File: src/rtl/cfgp_pkg.sv
package cfgp_pkg;
  typedef logic [7:0] byte_t;

  // next guard state: a write at the guard index closes unless it carries the key
  function automatic logic guard_next(input logic cur, input logic hit,
                                      input byte_t val, input byte_t key);
    return hit ? (val != key) : cur;
  endfunction

  // mechanism level derived from a byte written to register 0
  function automatic logic mech_level(input byte_t val, input byte_t off_code);
    return val != off_code;
  endfunction

  // index addresses the bank when its bits above the select field are zero
  function automatic logic idx_in_bank(input byte_t idx, input int sel_w);
    return (idx >> sel_w) == 8'h00;
  endfunction
endpackage

File: src/rtl/cfgp_decode.sv
module cfgp_decode #(
  parameter int ADDR_W = 16,
  parameter logic [ADDR_W-1:0] IDX_PORT = 16'h0022
) (
  input  logic [ADDR_W-1:0] addr,
  input  logic              wr,
  input  logic              rd,
  output logic              idx_wr,
  output logic              idx_rd,
  output logic              dat_wr,
  output logic              dat_rd
);
  localparam logic [ADDR_W-1:0] DAT_PORT = IDX_PORT + 1'b1;

  logic idx_hit, dat_hit;
  assign idx_hit = (addr == IDX_PORT);
  assign dat_hit = (addr == DAT_PORT);

  assign idx_wr = wr & idx_hit;
  assign idx_rd = rd & idx_hit;
  assign dat_wr = wr & dat_hit;
  assign dat_rd = rd & dat_hit;
endmodule

File: src/rtl/cfgp_guard.sv
module cfgp_guard
  import cfgp_pkg::*;
#(
  parameter byte_t GUARD_IDX = 8'h03,
  parameter byte_t KEY       = 8'h69
) (
  input  logic  clk,
  input  logic  rst_n,
  input  logic  dat_wr,
  input  byte_t idx,
  input  byte_t wdata,
  output logic  locked_q,
  output logic  lock_nxt
);
  logic guard_hit;
  assign guard_hit = dat_wr && (idx == GUARD_IDX);
  assign lock_nxt  = guard_next(locked_q, guard_hit, wdata, KEY);

  always_ff @(posedge clk) begin
    if (!rst_n) locked_q <= 1'b1;
    else        locked_q <= lock_nxt;
  end

  // a non-key byte at the guard index closes the guard
  assert_close_on_bad_key_R2: assert property (@(posedge clk) disable iff (!rst_n)
    (dat_wr && idx == GUARD_IDX && wdata != KEY) |=> locked_q);
  // the key byte at the guard index opens the guard
  assert_open_on_key_R2: assert property (@(posedge clk) disable iff (!rst_n)
    (dat_wr && idx == GUARD_IDX && wdata == KEY) |=> !locked_q);
  // the guard holds its state without a guard-index write
  assert_guard_hold_R2: assert property (@(posedge clk) disable iff (!rst_n)
    !(dat_wr && idx == GUARD_IDX) |=> $stable(locked_q));
endmodule

File: src/rtl/cfgp_regbank.sv
module cfgp_regbank
  import cfgp_pkg::*;
#(
  parameter int NUM_REGS = 16,
  parameter logic [NUM_REGS-1:0] WR_MASK = 16'h00C1,
  parameter byte_t REG0_RST = 8'hFF,
  localparam int SEL_W = $clog2(NUM_REGS)
) (
  input  logic                  clk,
  input  logic                  rst_n,
  input  logic                  wr_en,
  input  byte_t                 idx,
  input  byte_t                 wdata,
  output byte_t                 rdata,
  output logic                  in_bank,
  output logic                  idx_writable,
  output logic [NUM_REGS*8-1:0] reg_flat
);
  byte_t            regs [NUM_REGS];
  logic [SEL_W-1:0] sel;

  assign sel          = idx[SEL_W-1:0];
  assign in_bank      = idx_in_bank(idx, SEL_W);
  assign idx_writable = in_bank && WR_MASK[sel];

  for (genvar i = 0; i < NUM_REGS; i++) begin : g_reg
    if (WR_MASK[i]) begin : g_rw
      always_ff @(posedge clk) begin
        if (!rst_n)
          regs[i] <= (i == 0) ? REG0_RST : 8'h00;
        else if (wr_en && in_bank && sel == SEL_W'(i))
          regs[i] <= wdata;
      end
    end else begin : g_ro
      always_ff @(posedge clk) begin
        if (!rst_n) regs[i] <= (i == 0) ? REG0_RST : 8'h00;
      end
    end
    assign reg_flat[i*8 +: 8] = regs[i];
  end

  assign rdata = in_bank ? regs[sel] : 8'hFF;
endmodule

File: src/rtl/cfg_index_port.sv
module cfg_index_port
  import cfgp_pkg::*;
#(
  parameter int    ADDR_W    = 16,
  parameter logic [ADDR_W-1:0] IDX_PORT = 16'h0022,
  parameter int    NUM_REGS  = 16,
  parameter logic [NUM_REGS-1:0] WR_MASK = 16'h00C1,
  parameter byte_t GUARD_IDX = 8'h03,
  parameter byte_t KEY       = 8'h69,
  parameter byte_t MECH_OFF  = 8'hC8,
  parameter byte_t REG0_RST  = 8'hFF
) (
  input  logic              clk,
  input  logic              rst_n,
  input  logic [ADDR_W-1:0] bus_addr,
  input  logic              bus_wr,
  input  logic              bus_rd,
  input  logic [7:0]        bus_wdata,
  output logic [7:0]        bus_rdata,
  output logic              mech_sel
);
  localparam logic [ADDR_W-1:0] DAT_PORT = IDX_PORT + 1'b1;

  logic  idx_wr, idx_rd, dat_wr, dat_rd;
  logic  locked_q, lock_nxt, accept_wr;
  logic  in_bank, idx_writable;
  byte_t idx_q, bank_rdata;
  logic  mech_q;
  logic [NUM_REGS*8-1:0] reg_flat;

  cfgp_decode #(.ADDR_W(ADDR_W), .IDX_PORT(IDX_PORT)) u_decode (
    .addr(bus_addr), .wr(bus_wr), .rd(bus_rd),
    .idx_wr(idx_wr), .idx_rd(idx_rd), .dat_wr(dat_wr), .dat_rd(dat_rd)
  );

  cfgp_guard #(.GUARD_IDX(GUARD_IDX), .KEY(KEY)) u_guard (
    .clk(clk), .rst_n(rst_n), .dat_wr(dat_wr), .idx(idx_q), .wdata(bus_wdata),
    .locked_q(locked_q), .lock_nxt(lock_nxt)
  );

  // the guard is evaluated first, then the write sees the updated state
  assign accept_wr = dat_wr && !lock_nxt;

  cfgp_regbank #(.NUM_REGS(NUM_REGS), .WR_MASK(WR_MASK), .REG0_RST(REG0_RST)) u_bank (
    .clk(clk), .rst_n(rst_n), .wr_en(accept_wr), .idx(idx_q), .wdata(bus_wdata),
    .rdata(bank_rdata), .in_bank(in_bank), .idx_writable(idx_writable),
    .reg_flat(reg_flat)
  );

  always_ff @(posedge clk) begin
    if (!rst_n)      idx_q <= 8'h00;
    else if (idx_wr) idx_q <= bus_wdata;
  end

  always_ff @(posedge clk) begin
    if (!rst_n)
      mech_q <= 1'b0;
    else if (accept_wr && idx_q == 8'h00)
      mech_q <= mech_level(bus_wdata, MECH_OFF);
  end

  assign mech_sel  = mech_q;
  assign bus_rdata = idx_rd ? idx_q : (dat_rd ? bank_rdata : 8'hFF);

  // the index captures the byte written to the index port
  assert_index_load_R1: assert property (@(posedge clk) disable iff (!rst_n)
    idx_wr |=> idx_q == $past(bus_wdata));
  // the bank is frozen while the guard is closed
  assert_locked_frozen_R3: assert property (@(posedge clk) disable iff (!rst_n)
    locked_q |=> $stable(reg_flat));
  // non-writable indices leave the bank untouched
  assert_ro_index_R4: assert property (@(posedge clk) disable iff (!rst_n)
    (dat_wr && !idx_writable) |=> $stable(reg_flat));
  // out-of-bank index reads 0xFF
  assert_oob_read_R5: assert property (@(posedge clk) disable iff (!rst_n)
    (bus_rd && bus_addr == DAT_PORT && !in_bank) |-> bus_rdata == 8'hFF);
  // an accepted register-0 write sets the mechanism level
  assert_mech_update_R6: assert property (@(posedge clk) disable iff (!rst_n)
    (accept_wr && idx_q == 8'h00) |=> mech_sel == ($past(bus_wdata) != MECH_OFF));
  // the mechanism level holds without an accepted register-0 write
  assert_mech_hold_R6: assert property (@(posedge clk) disable iff (!rst_n)
    !(accept_wr && idx_q == 8'h00) |=> $stable(mech_sel));
  // unmapped addresses and idle cycles read 0xFF
  assert_unmapped_read_R8: assert property (@(posedge clk) disable iff (!rst_n)
    (!bus_rd || (bus_addr != IDX_PORT && bus_addr != DAT_PORT)) |-> bus_rdata == 8'hFF);
  // unmapped writes change no state
  assert_unmapped_write_R8: assert property (@(posedge clk) disable iff (!rst_n)
    (bus_wr && bus_addr != IDX_PORT && bus_addr != DAT_PORT)
      |=> ($stable(reg_flat) && $stable(idx_q) && $stable(locked_q)));
endmodule

File: config.mk
export PLATFORM = sky130hd
export DESIGN_NAME = cfg_index_port
export DESIGN_NICKNAME = d
export VERILOG_FILES = /design/src/rtl/cfgp_pkg.sv /design/src/rtl/cfgp_decode.sv /design/src/rtl/cfgp_guard.sv /design/src/rtl/cfgp_regbank.sv /design/src/rtl/cfg_index_port.sv
export SDC_FILE = /design/constraint.sdc
export NUM_CORES = 1
export LEC_CHECK = 0
export BUFFER_PORTS_ARGS = -buffer_cell sky130_fd_sc_hd__buf_4
export CAP_MARGIN = 40
export CORE_MARGIN = 2
export CORE_UTILIZATION = 54
export CTS_BUF_LIST = sky130_fd_sc_hd__clkbuf_8
export CTS_CLUSTER_DIAMETER = 150
export CTS_CLUSTER_SIZE = 14
export DETAILED_ROUTE_END_ITERATION = 10
export PLACE_DENSITY_LB_ADDON = 0.12
export SLEW_MARGIN = 25
export SYNTH_ARGS = -nofsm -noshare
export SYNTH_HDL_FRONTEND = slang
export SYNTH_HIERARCHICAL = 1
export SYNTH_SLANG_ARGS = --single-unit
File: constraint.sdc
create_clock -name clk -period 3.2 [get_ports clk]
set_clock_uncertainty 0.05 [all_clocks]
set_input_delay 0.64 -clock clk [delete_from_list [all_inputs] [get_ports clk]]
set_output_delay 0.64 -clock clk [all_outputs]
set_load 0.03 [all_outputs]
==> flow_summary.html, run 1 <==
<table>
<tr><th>Metric</th><th>Value</th></tr>
<tr><th colspan="2">Run status</th></tr>
<tr><td>Run status</td><td>completed</td></tr>
<tr><th colspan="2">GRT</th></tr>
<tr><td>Initial antenna violation count</td><td>0</td></tr>
<tr><td>Number of global-route vias before repair</td><td>1505</td></tr>
<tr><td>Total global-route track usage</td><td>0.246</td></tr>
<tr><td>First-pass GRT wire length</td><td>7400 microns</td></tr>
<tr><td>Pin count of the biggest net entering global routing</td><td>15</td></tr>
<tr><td>Leftover overflow at the end of global routing</td><td>0</td></tr>
<tr><th colspan="2">Setup path</th></tr>
<tr><td>Largest incremental delay on the critical path</td><td>0.50 ns</td></tr>
<tr><td>Critical path launch point type</td><td>input pin</td></tr>
<tr><td>Sequence of cells on the critical path</td><td>buf_4, nor4_2, nand4_1, nor2_1, or4b_4, nor4_4, mux2_2, and2b_2, nand3_1, nand2_4</td></tr>
<tr><td>Start-to-end type of the worst setup path</td><td>input pin to flop</td></tr>
<tr><td>Crit. End Element</td><td>flop</td></tr>
<tr><td>Largest fanout on the critical path</td><td>8</td></tr>
<tr><td>Critical Path AT</td><td>2.99 ns</td></tr>
<tr><td>Data required time of the critical path</td><td>3.14 ns</td></tr>
<tr><td>Slowest cell on the critical path</td><td>sky130_fd_sc_hd__or4b_4</td></tr>
<tr><th colspan="2">Timing</th></tr>
<tr><td>Total negative slack for setup checks</td><td>0 ns</td></tr>
<tr><td>Total setup violations reported at the end of the flow</td><td>0</td></tr>
<tr><td>Worst hold slack</td><td>0.549 ns</td></tr>
<tr><td>Crit path setup slack, layout</td><td>0.153 ns</td></tr>
<tr><td>Post-layout min period</td><td>3.05 ns</td></tr>
<tr><td>Final-report hold violation count</td><td>0</td></tr>
<tr><td>Final Cycle Share</td><td>0.952</td></tr>
<tr><td>Setup repair after global routing missed its margin</td><td>no</td></tr>
<tr><td>Final slew viol count</td><td>0</td></tr>
<tr><td>Worst slew margin relative to its limit</td><td>0.511</td></tr>
<tr><td>Slew at the pin closest to its max-slew limit</td><td>0.727 ns</td></tr>
<tr><td>Fmax</td><td>0.328 GHz</td></tr>
<tr><th colspan="2">Placed design</th></tr>
<tr><td>Number of port buffers</td><td>36</td></tr>
<tr><td>Last weighted congestion value of the routability-driven placer</td><td>0.808</td></tr>
<tr><td>Cell area after placement</td><td>2170 sq um</td></tr>
<tr><td>Placed Cells</td><td>254</td></tr>
<tr><td>Setup WS pre-CTS</td><td>-0.256 ns</td></tr>
<tr><td>Half-perimeter wire length after detailed placement</td><td>3210 microns</td></tr>
<tr><th colspan="2">Floorplanning</th></tr>
<tr><td>Die Height</td><td>62.1 microns</td></tr>
<tr><td>Io pins</td><td>37</td></tr>
<tr><td>Core Footprint</td><td>3280 sq um</td></tr>
<tr><td>Width of the die</td><td>62.1 microns</td></tr>
<tr><td>Die Outline Area</td><td>3860 sq um</td></tr>
<tr><td>Initial cell density of the core</td><td>0.555</td></tr>
<tr><td>Number of rows created at floorplan</td><td>21</td></tr>
<tr><th colspan="2">Power</th></tr>
<tr><td>Leakage power</td><td>0.791 nW</td></tr>
<tr><td>Max VDD drop</td><td>0.478 mV</td></tr>
<tr><td>Total design power</td><td>1.01 mW</td></tr>
<tr><td>Power Density</td><td>434 nW/um^2</td></tr>
<tr><th colspan="2">Clock tree</th></tr>
<tr><td>Deepest clock path buffer count</td><td>2</td></tr>
<tr><td>H-tree depth</td><td>2</td></tr>
<tr><td>TritonCTS clock tree</td><td>yes</td></tr>
<tr><td>Clock sink count</td><td>34</td></tr>
<tr><td>Post-cts gate resize count</td><td>0</td></tr>
<tr><td># Post-CTS Setup Buffers</td><td>0</td></tr>
<tr><td>Clock root cell</td><td>sky130_fd_sc_hd__clkbuf_8</td></tr>
<tr><td>Hold Buf Count CTS</td><td>0</td></tr>
<tr><td>Num CTS Buffers</td><td>5</td></tr>
<tr><td>Later-pin clock latency in the skew report</td><td>0.29 ns</td></tr>
<tr><td>Worst-path clk slew</td><td>0.07 ns</td></tr>
<tr><th colspan="2">Drt</th></tr>
<tr><td>Total DRC errors in the routed layout</td><td>0</td></tr>
<tr><td>First DRT Iteration DRCs</td><td>103</td></tr>
<tr><td>Count of TritonRoute iterations in the first routing pass</td><td>4</td></tr>
<tr><td>Via-per-instance ratio</td><td>5.67</td></tr>
<tr><td>Final Routed Wirelength</td><td>4420 microns</td></tr>
<tr><td>Count of vias placed by the detailed router</td><td>1485</td></tr>
<tr><td>Avg WL per Cell</td><td>16.9 microns</td></tr>
<tr><td>Detail Route Antenna Nets</td><td>0</td></tr>
<tr><th colspan="2">Cells and area</th></tr>
<tr><td>Area used by multi-input combinational logic</td><td>867 sq um</td></tr>
<tr><td>Layout cell share with drive strength beyond 1</td><td>0.324</td></tr>
<tr><td>Post-route standard cell area excluding fillers</td><td>2330 sq um</td></tr>
<tr><td>Number of standard cells in the layout, taps in and fillers out</td><td>262</td></tr>
<tr><td>Number of filler instances in the final layout</td><td>254</td></tr>
<tr><td>Post-layout utilization of the core</td><td>0.710</td></tr>
<tr><td>Commonest cells after routing, fill and taps aside</td><td>sky130_fd_sc_hd__buf_4 (42), sky130_fd_sc_hd__edfxtp_1 (24), sky130_fd_sc_hd__nor2_1 (16), sky130_fd_sc_hd__and2_1 (16), sky130_fd_sc_hd__nand3_1 (12)</td></tr>
<tr><td>Diode insertion count for antenna repair</td><td>0</td></tr>
<tr><td>Layout-stage area growth over the synthesis result</td><td>27.8%</td></tr>
<tr><td>Reg area</td><td>921 sq um</td></tr>
<tr><td>Most frequent standard cell in the layout excluding fill and tap cells</td><td>sky130_fd_sc_hd__buf_4</td></tr>
<tr><td>Total Nets Final</td><td>243</td></tr>
<tr><th colspan="2">Synthesis</th></tr>
<tr><td>Mapped Area</td><td>1820 sq um</td></tr>
<tr><td>Post-synthesis instance total</td><td>172</td></tr>
<tr><td>Synth warn</td><td>6</td></tr>
<tr><td>Syn Nets</td><td>200</td></tr>
<tr><td>Average footprint of a synthesized cell</td><td>10.6 sq um</td></tr>
<tr><th colspan="2">Worst hold path</th></tr>
<tr><td>Worst min path class</td><td>flop to flop</td></tr>
<tr><th colspan="2">Run</th></tr>
<tr><td>Number of violations of the max-capacitance limit</td><td>0</td></tr>
</table>
[power breakdown]
part	total, mW	switching, mW	internal [mW]
sequential	0.480	0.00279	0.477
clock	0.477	0.165	0.312
combinational	0.0544	0.0261	0.0283
total	1.01	0.194	0.818
[path summary, 6_finish.rpt]
check                           slack [ns]         from  cells past startpoint                end
worst max-delay path                  0.15  bus_addr[7]                     10  u_bank/regs[0][3]
worst min-delay path                  0.55     mech_sel                      2           mech_sel
worst max register to register        0.72     idx_q[4]                      6  u_bank/regs[0][3]
worst min register to register        0.55     mech_sel                      2           mech_sel
[flip-flops by register name (all words and copies together) (netlist names)]
signal,flops
u_bank/regs,24
u_guard/locked_q,1
mech_sel,1
idx_q,8
[worst max-delay path, delay by kind of cell]
family	cells	cell delay (ns)
AND/OR/NAND/NOR	8	1.88
multiplexers	1	0.36
buffers and inverters	1	0.11
[metal layers]
metal  global-route usage  routed length, microns  vias to the layer above
met5                    0                       0                        -
met4               0.0806                      36                        0
met3               0.0688                     346                        4
met2                0.418                    2250                       63
met1                0.303                    1790                      710
li1                     -                       -                      708
[final cells by class]
class | instances | area share
Sequential cell | 34 | 0.395
Inverter | 9 | 0.0145
Clock buffer | 5 | 0.0295
Multi-Input combinational cell | 123 | 0.372
Clock inverter | 3 | 0.0295
Timing Repair Buffer | 42 | 0.135
Tap cell | 46 | 0.0247
No activity file was read; power rests on OpenSTA's default activity.
==> run 2, diff against run 1 <==
--- a/config.mk
+++ b/config.mk
@@ -8,12 +8,13 @@
 export BUFFER_PORTS_ARGS = -buffer_cell sky130_fd_sc_hd__buf_4
 export CAP_MARGIN = 40
 export CORE_MARGIN = 2
-export CORE_UTILIZATION = 54
+export CORE_UTILIZATION = 38
 export CTS_BUF_LIST = sky130_fd_sc_hd__clkbuf_8
 export CTS_CLUSTER_DIAMETER = 150
 export CTS_CLUSTER_SIZE = 14
 export DETAILED_ROUTE_END_ITERATION = 10
 export PLACE_DENSITY_LB_ADDON = 0.12
+export REMOVE_ABC_BUFFERS = 1
 export SLEW_MARGIN = 25
 export SYNTH_ARGS = -nofsm -noshare
 export SYNTH_HDL_FRONTEND = slang
==> flow_summary.html, run 2 (same netlist as run 1, synthesis figures left out) <==
<table>
<tr><th>Metric</th><th>Value</th></tr>
<tr><th colspan="2">Power</th></tr>
<tr><td>Total design power</td><td>0.921 mW (was 1.01 mW)</td></tr>
<tr><td>Leakage power</td><td>0.809 nW (was 0.791 nW)</td></tr>
<tr><td>Register share of total power</td><td>0.523 (was 0.475)</td></tr>
<tr><td>Max VDD drop</td><td>0.206 mV (was 0.478 mV)</td></tr>
<tr><td>Design internal power</td><td>0.739 mW (was 0.818 mW)</td></tr>
<tr><td>Logic pwr share</td><td>0.067 (was 0.054)</td></tr>
<tr><td>Power Density</td><td>391 nW/um^2 (was 434 nW/um^2)</td></tr>
<tr><td>Clock power frac</td><td>0.410 (was 0.472)</td></tr>
<tr><td>Net switching share of the total power</td><td>0.198 (was 0.192)</td></tr>
<tr><td>Total net switching power</td><td>0.182 mW (was 0.194 mW)</td></tr>
<tr><th colspan="2">Timing</th></tr>
<tr><td>Final-report hold violation count</td><td>0 (unchanged)</td></tr>
<tr><td>Final slew viol count</td><td>0 (unchanged)</td></tr>
<tr><td>Worst slew margin relative to its limit</td><td>0.516 (was 0.511)</td></tr>
<tr><td>Post-layout min period</td><td>3.07 ns (was 3.05 ns)</td></tr>
<tr><td>Fmax</td><td>0.325 GHz (was 0.328 GHz)</td></tr>
<tr><td>Total negative slack for setup checks</td><td>0 ns (unchanged)</td></tr>
<tr><td>Crit path setup slack, layout</td><td>0.126 ns (was 0.153 ns)</td></tr>
<tr><td>Total setup violations reported at the end of the flow</td><td>0 (unchanged)</td></tr>
<tr><td>Slew at the pin closest to its max-slew limit</td><td>0.721 ns (was 0.727 ns)</td></tr>
<tr><td>Final Cycle Share</td><td>0.960 (was 0.952)</td></tr>
<tr><th colspan="2">Setup path</th></tr>
<tr><td>Start-to-end type of the worst setup path</td><td>input pin to flop (unchanged)</td></tr>
<tr><td>Crit. End Element</td><td>flop (unchanged)</td></tr>
<tr><td>Launch point of the worst reg-to-reg path</td><td>idx_q[4] (unchanged)</td></tr>
<tr><td>Largest fanout on the critical path</td><td>8 (unchanged)</td></tr>
<tr><td>Buf/Inv on CP</td><td>2 (was 1)</td></tr>
<tr><td>Top delay family on crit path</td><td>simple AND/OR/NAND/NOR gates (unchanged)</td></tr>
<tr><td>Largest incremental delay on the critical path</td><td>0.49 ns (was 0.50 ns)</td></tr>
<tr><td>Slowest cell on the critical path</td><td>sky130_fd_sc_hd__or4b_4 (unchanged)</td></tr>
<tr><td>Setup crit start</td><td>bus_addr[11] (was bus_addr[7])</td></tr>
<tr><td>Data required time of the critical path</td><td>3.16 ns (was 3.14 ns)</td></tr>
<tr><td>Critical Path AT</td><td>3.03 ns (was 2.99 ns)</td></tr>
<tr><td>Sequence of cells on the critical path</td><td>buf_4, nor4_2, nand4_1, nor2_1, or4b_4, nor4_4, mux2_2, and2b_2, nand3_1, nand2_2, buf_12 (was buf_4, nor4_2, nand4_1, nor2_1, or4b_4, nor4_4, mux2_2, and2b_2, nand3_1, nand2_4)</td></tr>
<tr><td>Critical path launch point type</td><td>input pin (unchanged)</td></tr>
<tr><th colspan="2">GRT</th></tr>
<tr><td>Total global-route track usage</td><td>0.185 (was 0.246)</td></tr>
<tr><td>Layer with the highest usage after global routing</td><td>met2 (unchanged)</td></tr>
<tr><td>Initial antenna violation count</td><td>0 (unchanged)</td></tr>
<tr><td>Leftover overflow at the end of global routing</td><td>0 (unchanged)</td></tr>
<tr><td>Number of global-route vias before repair</td><td>1483 (was 1505)</td></tr>
<tr><td>Met2 usage in global routing</td><td>0.299 (was 0.418)</td></tr>
<tr><td>Pin count of the biggest net entering global routing</td><td>15 (unchanged)</td></tr>
<tr><td>Met1 usage in global routing</td><td>0.242 (was 0.303)</td></tr>
<tr><td>First-pass GRT wire length</td><td>7300 microns (was 7400 microns)</td></tr>
<tr><td>Met3 Track Usage GR</td><td>0.0398 (was 0.0688)</td></tr>
<tr><th colspan="2">Cells and area</th></tr>
<tr><td>Area used by multi-input combinational logic</td><td>852 sq um (was 867 sq um)</td></tr>
<tr><td>Layout-stage area growth over the synthesis result</td><td>29.1% (was 27.8%)</td></tr>
<tr><td>Total Nets Final</td><td>246 (was 243)</td></tr>
<tr><td>Max FFs per register</td><td>24 (unchanged)</td></tr>
<tr><td>Number of filler instances in the final layout</td><td>423 (was 254)</td></tr>
<tr><td>Layout cell share with drive strength beyond 1</td><td>0.324 (about the same)</td></tr>
<tr><td>Diode insertion count for antenna repair</td><td>0 (unchanged)</td></tr>
<tr><td>Registers with the highest flip-flop counts</td><td>u_bank/regs x24, idx_q x8 (unchanged)</td></tr>
<tr><td>Reg area</td><td>921 sq um (unchanged)</td></tr>
<tr><td>Most frequent standard cell in the layout excluding fill and tap cells</td><td>sky130_fd_sc_hd__buf_4 (unchanged)</td></tr>
<tr><td>Commonest cells after routing, fill and taps aside</td><td>sky130_fd_sc_hd__buf_4 (42), sky130_fd_sc_hd__edfxtp_1 (24), sky130_fd_sc_hd__nor2_1 (16), sky130_fd_sc_hd__and2_1 (16), sky130_fd_sc_hd__nand3_1 (12) (unchanged)</td></tr>
<tr><td>Register with the most flip-flops</td><td>u_bank/regs (unchanged)</td></tr>
<tr><th colspan="2">Drt</th></tr>
<tr><td>Avg WL per Cell</td><td>16.8 microns (was 16.9 microns)</td></tr>
<tr><td>Total DRC errors in the routed layout</td><td>0 (unchanged)</td></tr>
<tr><td>Via-per-instance ratio</td><td>5.30 (was 5.67)</td></tr>
<tr><td>Count of vias placed by the detailed router</td><td>1446 (was 1485)</td></tr>
<tr><td>Count of TritonRoute iterations in the first routing pass</td><td>4 (unchanged)</td></tr>
<tr><td>First DRT Iteration DRCs</td><td>116 (was 103)</td></tr>
<tr><td>Detail Route Antenna Nets</td><td>0 (unchanged)</td></tr>
<tr><td>Final Routed Wirelength</td><td>4590 microns (was 4420 microns)</td></tr>
<tr><th colspan="2">Clock tree</th></tr>
<tr><td># Post-CTS Setup Buffers</td><td>0 (unchanged)</td></tr>
<tr><td>H-tree depth</td><td>2 (unchanged)</td></tr>
<tr><td>Later-pin clock latency in the skew report</td><td>0.29 ns (about the same)</td></tr>
<tr><td>Worst-path clk slew</td><td>0.07 ns (about the same)</td></tr>
<tr><td>Num CTS Buffers</td><td>5 (unchanged)</td></tr>
<tr><td>Hold Buf Count CTS</td><td>0 (unchanged)</td></tr>
<tr><td>Clock sink count</td><td>34 (unchanged)</td></tr>
<tr><td>Deepest clock path buffer count</td><td>2 (unchanged)</td></tr>
<tr><td>Clock root cell</td><td>sky130_fd_sc_hd__clkbuf_8 (unchanged)</td></tr>
<tr><td>TritonCTS clock tree</td><td>yes (unchanged)</td></tr>
<tr><th colspan="2">Placed design</th></tr>
<tr><td>Setup WS pre-CTS</td><td>-0.312 ns (was -0.256 ns)</td></tr>
<tr><td>Last weighted congestion value of the routability-driven placer</td><td>0.778 (was 0.808)</td></tr>
<tr><td>Number of port buffers</td><td>36 (unchanged)</td></tr>
<tr><td>Half-perimeter wire length after detailed placement</td><td>3480 microns (was 3210 microns)</td></tr>
<tr><th colspan="2">Worst hold path</th></tr>
<tr><td>Worst min path class</td><td>flop to flop (unchanged)</td></tr>
<tr><td>Hold path startpoint</td><td>u_guard/locked_q (was mech_sel)</td></tr>
<tr><th colspan="2">Floorplanning</th></tr>
<tr><td>Io pins</td><td>37 (unchanged)</td></tr>
<tr><td>Width of the die</td><td>73.3 microns (was 62.1 microns)</td></tr>
<tr><td>Die Height</td><td>73.3 microns (was 62.1 microns)</td></tr>
<tr><td>Core Footprint</td><td>4660 sq um (was 3280 sq um)</td></tr>
<tr><td>Initial cell density of the core</td><td>0.391 (was 0.555)</td></tr>
<tr><td>Number of rows created at floorplan</td><td>25 (was 21)</td></tr>
<tr><td>Die Outline Area</td><td>5370 sq um (was 3860 sq um)</td></tr>
<tr><th colspan="2">Run</th></tr>
<tr><td>Number of violations of the max-capacitance limit</td><td>0 (unchanged)</td></tr>
<tr><th colspan="2">Run status</th></tr>
<tr><td>Run status</td><td>completed (unchanged)</td></tr>
</table>
[run 2: repair_timing]
| item | in CTS | in global routing |
|---|---|---|
| endpoints found under the setup margin | 13 | 33 |
| pin swaps | 0 | 3 |
| gates resized for setup | 1 | 5 |
[run 2: per-layer routing]
metal  wire [microns]  part of all wire
met5                0                 0
met4               57             0.012
met3              152             0.033
met2             2290              0.50
met1             2090              0.46
[run 2: worst min-delay path, cell delays in order, from the launching register on]
cell,delay (ns)
sky130_fd_sc_hd__dfxtp_1,0.32
sky130_fd_sc_hd__nand2b_1,0.11
sky130_fd_sc_hd__mux2_2,0.14
[run 2: worst paths after layout]
kind | end | slack (ns) | cells after the start
worst min-delay path | u_guard/locked_q | 0.55 | 2
worst max register to register | u_bank/regs[7][6] | 0.72 | 7
worst max-delay path | u_bank/regs[7][6] | 0.13 | 11
worst min register to register | u_guard/locked_q | 0.55 | 2
[run 2: power groups by stage]
stage               logic (mW)  registers (mW)  clock network (mW)
finish                  0.0619           0.482               0.377
floorplan               0.0128           0.489                   0
CTS                     0.0618           0.482               0.387
global route            0.0668           0.482               0.404
global placement        0.0614           0.491                   0
detailed placement      0.0618           0.491                   0
[run 2: stage by stage]
step	hold slack (ns)	cell area (sq um)	util	instances
after global routing	0.568	2360	0.506	273
after global placement	0.497	2240	0.480	265
final	0.545	2360	0.506	273
after floorplan	0.482	1790	-	166
after detailed placement	0.532	2240	0.480	265
after CTS	0.549	2340	0.503	273
[run 2: area by class of cell]
| class | count | share of cell area |
|---|---|---|
| Sequential cell | 34 | 0.391 |
| Multi-Input combinational cell | 123 | 0.362 |
| Timing Repair Buffer | 45 | 0.159 |
| Clock buffer | 5 | 0.0292 |
| Tap cell | 54 | 0.0287 |
| Clock inverter | 3 | 0.0159 |
| Inverter | 9 | 0.0143 |
==> run 3, diff against run 2 <==
--- a/config.mk
+++ b/config.mk
@@ -7,7 +7,6 @@
 export LEC_CHECK = 0
 export BUFFER_PORTS_ARGS = -buffer_cell sky130_fd_sc_hd__buf_4
 export CAP_MARGIN = 40
-export CORE_MARGIN = 2
 export CORE_UTILIZATION = 38
 export CTS_BUF_LIST = sky130_fd_sc_hd__clkbuf_8
 export CTS_CLUSTER_DIAMETER = 150
@@ -15,7 +14,7 @@
 export DETAILED_ROUTE_END_ITERATION = 10
 export PLACE_DENSITY_LB_ADDON = 0.12
 export REMOVE_ABC_BUFFERS = 1
-export SLEW_MARGIN = 25
+export SLEW_MARGIN = 20
 export SYNTH_ARGS = -nofsm -noshare
 export SYNTH_HDL_FRONTEND = slang
 export SYNTH_HIERARCHICAL = 1
==> flow_summary.html, run 3 (same netlist as run 1, synthesis figures left out) <==
<table>
<tr><th>Metric</th><th>Value</th></tr>
<tr><th colspan="2">Timing</th></tr>
<tr><td>Setup repair after global routing missed its margin</td><td>no</td></tr>
<tr><td>Post-layout min period</td><td>3.05 ns (was 3.07 ns)</td></tr>
<tr><td>Worst slew margin relative to its limit</td><td>0.510 (was 0.516)</td></tr>
<tr><td>Final-report hold violation count</td><td>0 (unchanged)</td></tr>
<tr><td>Slew at the pin closest to its max-slew limit</td><td>0.729 ns (was 0.721 ns)</td></tr>
<tr><td>Fmax</td><td>0.328 GHz (was 0.325 GHz)</td></tr>
<tr><td>Final Cycle Share</td><td>0.952 (was 0.960)</td></tr>
<tr><td>Total negative slack for setup checks</td><td>0 ns (unchanged)</td></tr>
<tr><td>Final slew viol count</td><td>0 (unchanged)</td></tr>
<tr><td>Total setup violations reported at the end of the flow</td><td>0 (unchanged)</td></tr>
<tr><th colspan="2">Cells and area</th></tr>
<tr><td>Commonest cells after routing, fill and taps aside</td><td>sky130_fd_sc_hd__buf_4 (45), sky130_fd_sc_hd__edfxtp_1 (24), sky130_fd_sc_hd__nor2_1 (16), sky130_fd_sc_hd__and2_1 (16), sky130_fd_sc_hd__nand2_1 (13) (was sky130_fd_sc_hd__buf_4 (42), sky130_fd_sc_hd__edfxtp_1 (24), sky130_fd_sc_hd__nor2_1 (16), sky130_fd_sc_hd__and2_1 (16), sky130_fd_sc_hd__nand3_1 (12))</td></tr>
<tr><td>Register with the most flip-flops</td><td>u_bank/regs (unchanged)</td></tr>
<tr><td>Area used by multi-input combinational logic</td><td>847 sq um (was 852 sq um)</td></tr>
<tr><td>Layout cell share with drive strength beyond 1</td><td>0.323 (was 0.324)</td></tr>
<tr><td>Layout-stage area growth over the synthesis result</td><td>26.6% (was 29.1%)</td></tr>
<tr><td>Registers with the highest flip-flop counts</td><td>u_bank/regs x24, idx_q x8 (unchanged)</td></tr>
<tr><td>Post-route standard cell area excluding fillers</td><td>2310 sq um (was 2360 sq um)</td></tr>
<tr><td>Reg area</td><td>921 sq um (unchanged)</td></tr>
<tr><td>Total Nets Final</td><td>247 (was 246)</td></tr>
<tr><td>Number of filler instances in the final layout</td><td>401 (was 423)</td></tr>
<tr><td>Max FFs per register</td><td>24 (unchanged)</td></tr>
<tr><td>Diode insertion count for antenna repair</td><td>0 (unchanged)</td></tr>
<tr><td>Most frequent standard cell in the layout excluding fill and tap cells</td><td>sky130_fd_sc_hd__buf_4 (unchanged)</td></tr>
<tr><th colspan="2">Worst hold path</th></tr>
<tr><td>Hold Path Sink</td><td>u_guard/locked_q (unchanged)</td></tr>
<tr><td>Worst min path class</td><td>flop to flop (unchanged)</td></tr>
<tr><td>Hold path startpoint</td><td>u_guard/locked_q (unchanged)</td></tr>
<tr><td>Worst hold path cell count</td><td>2 (unchanged)</td></tr>
<tr><th colspan="2">Setup path</th></tr>
<tr><td>Worst Reg2Reg Path Length in Cells</td><td>7 (unchanged)</td></tr>
<tr><td>Largest fanout on the critical path</td><td>8 (unchanged)</td></tr>
<tr><td>Data required time of the critical path</td><td>3.31 ns (was 3.16 ns)</td></tr>
<tr><td>Sequence of cells on the critical path</td><td>buf_4, nor4_2, nand4_1, nor2_1, or4b_4, nor4_4, mux2_2, and2b_2, buf_4, and4_4, and2_1 (was buf_4, nor4_2, nand4_1, nor2_1, or4b_4, nor4_4, mux2_2, and2b_2, nand3_1, nand2_2, buf_12)</td></tr>
<tr><td>Critical path launch point type</td><td>input pin (unchanged)</td></tr>
<tr><td>Dominant cell type by count on the critical path</td><td>sky130_fd_sc_hd__buf_4</td></tr>
<tr><td>Crit. End Element</td><td>flop (unchanged)</td></tr>
<tr><td>Reg-to-reg critical path endpoint</td><td>u_bank/regs[6][2] (was u_bank/regs[7][6])</td></tr>
<tr><td>Launch point of the worst reg-to-reg path</td><td>idx_q[4] (unchanged)</td></tr>
<tr><td>Largest incremental delay on the critical path</td><td>0.49 ns (about the same)</td></tr>
<tr><td>Reg-to-reg setup timing slack</td><td>0.74 ns (was 0.72 ns)</td></tr>
<tr><td>Start-to-end type of the worst setup path</td><td>input pin to flop (unchanged)</td></tr>
<tr><td>Top delay family on crit path</td><td>simple AND/OR/NAND/NOR gates (unchanged)</td></tr>
<tr><td>Slowest cell on the critical path</td><td>sky130_fd_sc_hd__or4b_4 (unchanged)</td></tr>
<tr><td>Buf/Inv on CP</td><td>2 (unchanged)</td></tr>
<tr><td>Critical Path AT</td><td>3.15 ns (was 3.03 ns)</td></tr>
<tr><th colspan="2">Drt</th></tr>
<tr><td>Via-per-instance ratio</td><td>5.40 (was 5.30)</td></tr>
<tr><td>Detail Route Antenna Nets</td><td>0 (unchanged)</td></tr>
<tr><td>First DRT Iteration DRCs</td><td>68 (was 116)</td></tr>
<tr><td>Avg WL per Cell</td><td>16.8 microns (about the same)</td></tr>
<tr><td>Total DRC errors in the routed layout</td><td>0 (unchanged)</td></tr>
<tr><td>Final Routed Wirelength</td><td>4560 microns (was 4590 microns)</td></tr>
<tr><td>Count of vias placed by the detailed router</td><td>1469 (was 1446)</td></tr>
<tr><td>Count of TritonRoute iterations in the first routing pass</td><td>4 (unchanged)</td></tr>
<tr><th colspan="2">Power</th></tr>
<tr><td>Power Density</td><td>366 nW/um^2 (was 391 nW/um^2)</td></tr>
<tr><td>Max VDD drop</td><td>0.274 mV (was 0.206 mV)</td></tr>
<tr><td>Total design power</td><td>0.845 mW (was 0.921 mW)</td></tr>
<tr><td>Leakage power</td><td>0.786 nW (was 0.809 nW)</td></tr>
<tr><th colspan="2">Floorplanning</th></tr>
<tr><td>Io pins</td><td>37 (unchanged)</td></tr>
<tr><td>Die Height</td><td>71.3 microns (was 73.3 microns)</td></tr>
<tr><td>Number of rows created at floorplan</td><td>24 (was 25)</td></tr>
<tr><td>Core Footprint</td><td>4470 sq um (was 4660 sq um)</td></tr>
<tr><td>Initial cell density of the core</td><td>0.408 (was 0.391)</td></tr>
<tr><td>Die Outline Area</td><td>5080 sq um (was 5370 sq um)</td></tr>
<tr><td>Width of the die</td><td>71.3 microns (was 73.3 microns)</td></tr>
<tr><th colspan="2">Placed design</th></tr>
<tr><td>Last weighted congestion value of the routability-driven placer</td><td>0.810 (was 0.778)</td></tr>
<tr><td>Number of port buffers</td><td>36 (unchanged)</td></tr>
<tr><td>Cell area after placement</td><td>2220 sq um (was 2240 sq um)</td></tr>
<tr><td>Half-perimeter wire length after detailed placement</td><td>3480 microns (about the same)</td></tr>
<tr><th colspan="2">GRT</th></tr>
<tr><td>Total global-route track usage</td><td>0.197 (was 0.185)</td></tr>
<tr><td>Pin count of the biggest net entering global routing</td><td>15 (unchanged)</td></tr>
<tr><td>Number of global-route vias before repair</td><td>1493 (was 1483)</td></tr>
<tr><td>First-pass GRT wire length</td><td>7330 microns (was 7300 microns)</td></tr>
<tr><td>Leftover overflow at the end of global routing</td><td>0 (unchanged)</td></tr>
<tr><td>Initial antenna violation count</td><td>0 (unchanged)</td></tr>
<tr><th colspan="2">Clock tree</th></tr>
<tr><td>H-tree depth</td><td>2 (unchanged)</td></tr>
<tr><td>Clock sink count</td><td>34 (unchanged)</td></tr>
<tr><td>Clock root cell</td><td>sky130_fd_sc_hd__clkbuf_8 (unchanged)</td></tr>
<tr><td>TritonCTS clock tree</td><td>yes (unchanged)</td></tr>
<tr><td>Later-pin clock latency in the skew report</td><td>0.29 ns (about the same)</td></tr>
<tr><td>Num CTS Buffers</td><td>5 (unchanged)</td></tr>
<tr><td>Deepest clock path buffer count</td><td>2 (unchanged)</td></tr>
<tr><td>Worst-path clk slew</td><td>0.07 ns (about the same)</td></tr>
<tr><td># Post-CTS Setup Buffers</td><td>0 (unchanged)</td></tr>
<tr><th colspan="2">Run status</th></tr>
<tr><td>Run status</td><td>completed (unchanged)</td></tr>
<tr><th colspan="2">Run</th></tr>
<tr><td>Number of violations of the max-capacitance limit</td><td>0 (unchanged)</td></tr>
</table>
==> run 3: cell types whose count changed in the layout (fill, tap and decap cells not counted) <==
cell | before | now
sky130_fd_sc_hd__buf_12 | 3 | 1
sky130_fd_sc_hd__buf_4 | 42 | 45
sky130_fd_sc_hd__bufinv_16 | 1 | 0
sky130_fd_sc_hd__clkinv_1 | 1 | 2
sky130_fd_sc_hd__clkinv_2 | 0 | 1
sky130_fd_sc_hd__clkinvlp_4 | 0 | 1
sky130_fd_sc_hd__inv_1 | 10 | 8
sky130_fd_sc_hd__nand2_1 | 11 | 13
sky130_fd_sc_hd__nand2_2 | 3 | 1
==> run 3: what timing repair did <==
| item | in CTS | in global routing |
|---|---|---|
| hold buffers | 0 | 0 |
| gates resized for setup | 2 | 2 |
| pin swaps | 0 | 3 |
| endpoints found under the setup margin | 10 | 49 |
==> run 3: worst max-delay path by stage <==
stage | start | endpoint | slack (ns) | cells past startpoint
final | bus_addr[11] | u_bank/regs[6][2] | 0.15 | 11
after global routing | bus_addr[11] | u_bank/regs[6][4] | 0.02 | 11
after CTS | bus_addr[7] | u_bank/regs[6][2] | 0.0003 | 11
after detailed placement | bus_addr[7] | u_bank/regs[6][6] | -0.34 | 10
after global placement | bus_addr[7] | u_bank/regs[6][4] | -0.28 | 10
after floorplan | bus_addr[7] | bus_rdata[2] | -0.07 | 6
==> run 3: worst register-to-register path, stage by stage (launching register included) <==
cell and delay [ns]:
sky130_fd_sc_hd__dfxtp_1 0.39, sky130_fd_sc_hd__or4b_4 0.57, sky130_fd_sc_hd__nor4_4 0.17, sky130_fd_sc_hd__mux2_2 0.36, sky130_fd_sc_hd__and2b_2 0.27, sky130_fd_sc_hd__buf_4 0.13, sky130_fd_sc_hd__and4_4 0.25, sky130_fd_sc_hd__and2_1 0.15
==> run 3: power breakdown <==
group	leakage, nW	total [mW]	internal [mW]	switching (mW)
Sequential	0.293	0.480	0.477	0.00249
Clock	0.0416	0.307	0.149	0.158
Combinational	0.451	0.0581	0.0312	0.0269
Total	0.786	0.845	0.657	0.187
==> run 3: per-layer routing <==
metal | routed length (microns) | part of all wire | track usage | vias to the layer above
met3 | 131 | 0.029 | 0.0394 | 12
met5 | 0 | 0 | 0 | -
met2 | 2290 | 0.50 | 0.319 | 24
met1 | 2030 | 0.45 | 0.252 | 707
li1 | - | - | - | 726
met4 | 107 | 0.023 | 0.0956 | 0
==> run 3: area by class of cell <==
type | count | area share
timing repair buffer | 46 | 0.155
multi-input combinational | 123 | 0.367
sequential | 34 | 0.399
tap | 52 | 0.0282
clock buffer | 5 | 0.0298
clock inverter | 3 | 0.00704
inverter | 9 | 0.0146
==> run 3: through the flow <==
stage / instances / utilization / worst slack (ns) / hold WS (ns)
after floorplan: 166 / - / -0.0701 / 0.482
after CTS: 272 / 0.515 / 0.000304 / 0.526
after global routing: 272 / 0.516 / 0.0182 / 0.562
after detailed placement: 264 / 0.495 / -0.339 / 0.505
after global placement: 264 / 0.495 / -0.278 / 0.503
final: 272 / 0.516 / 0.154 / 0.524
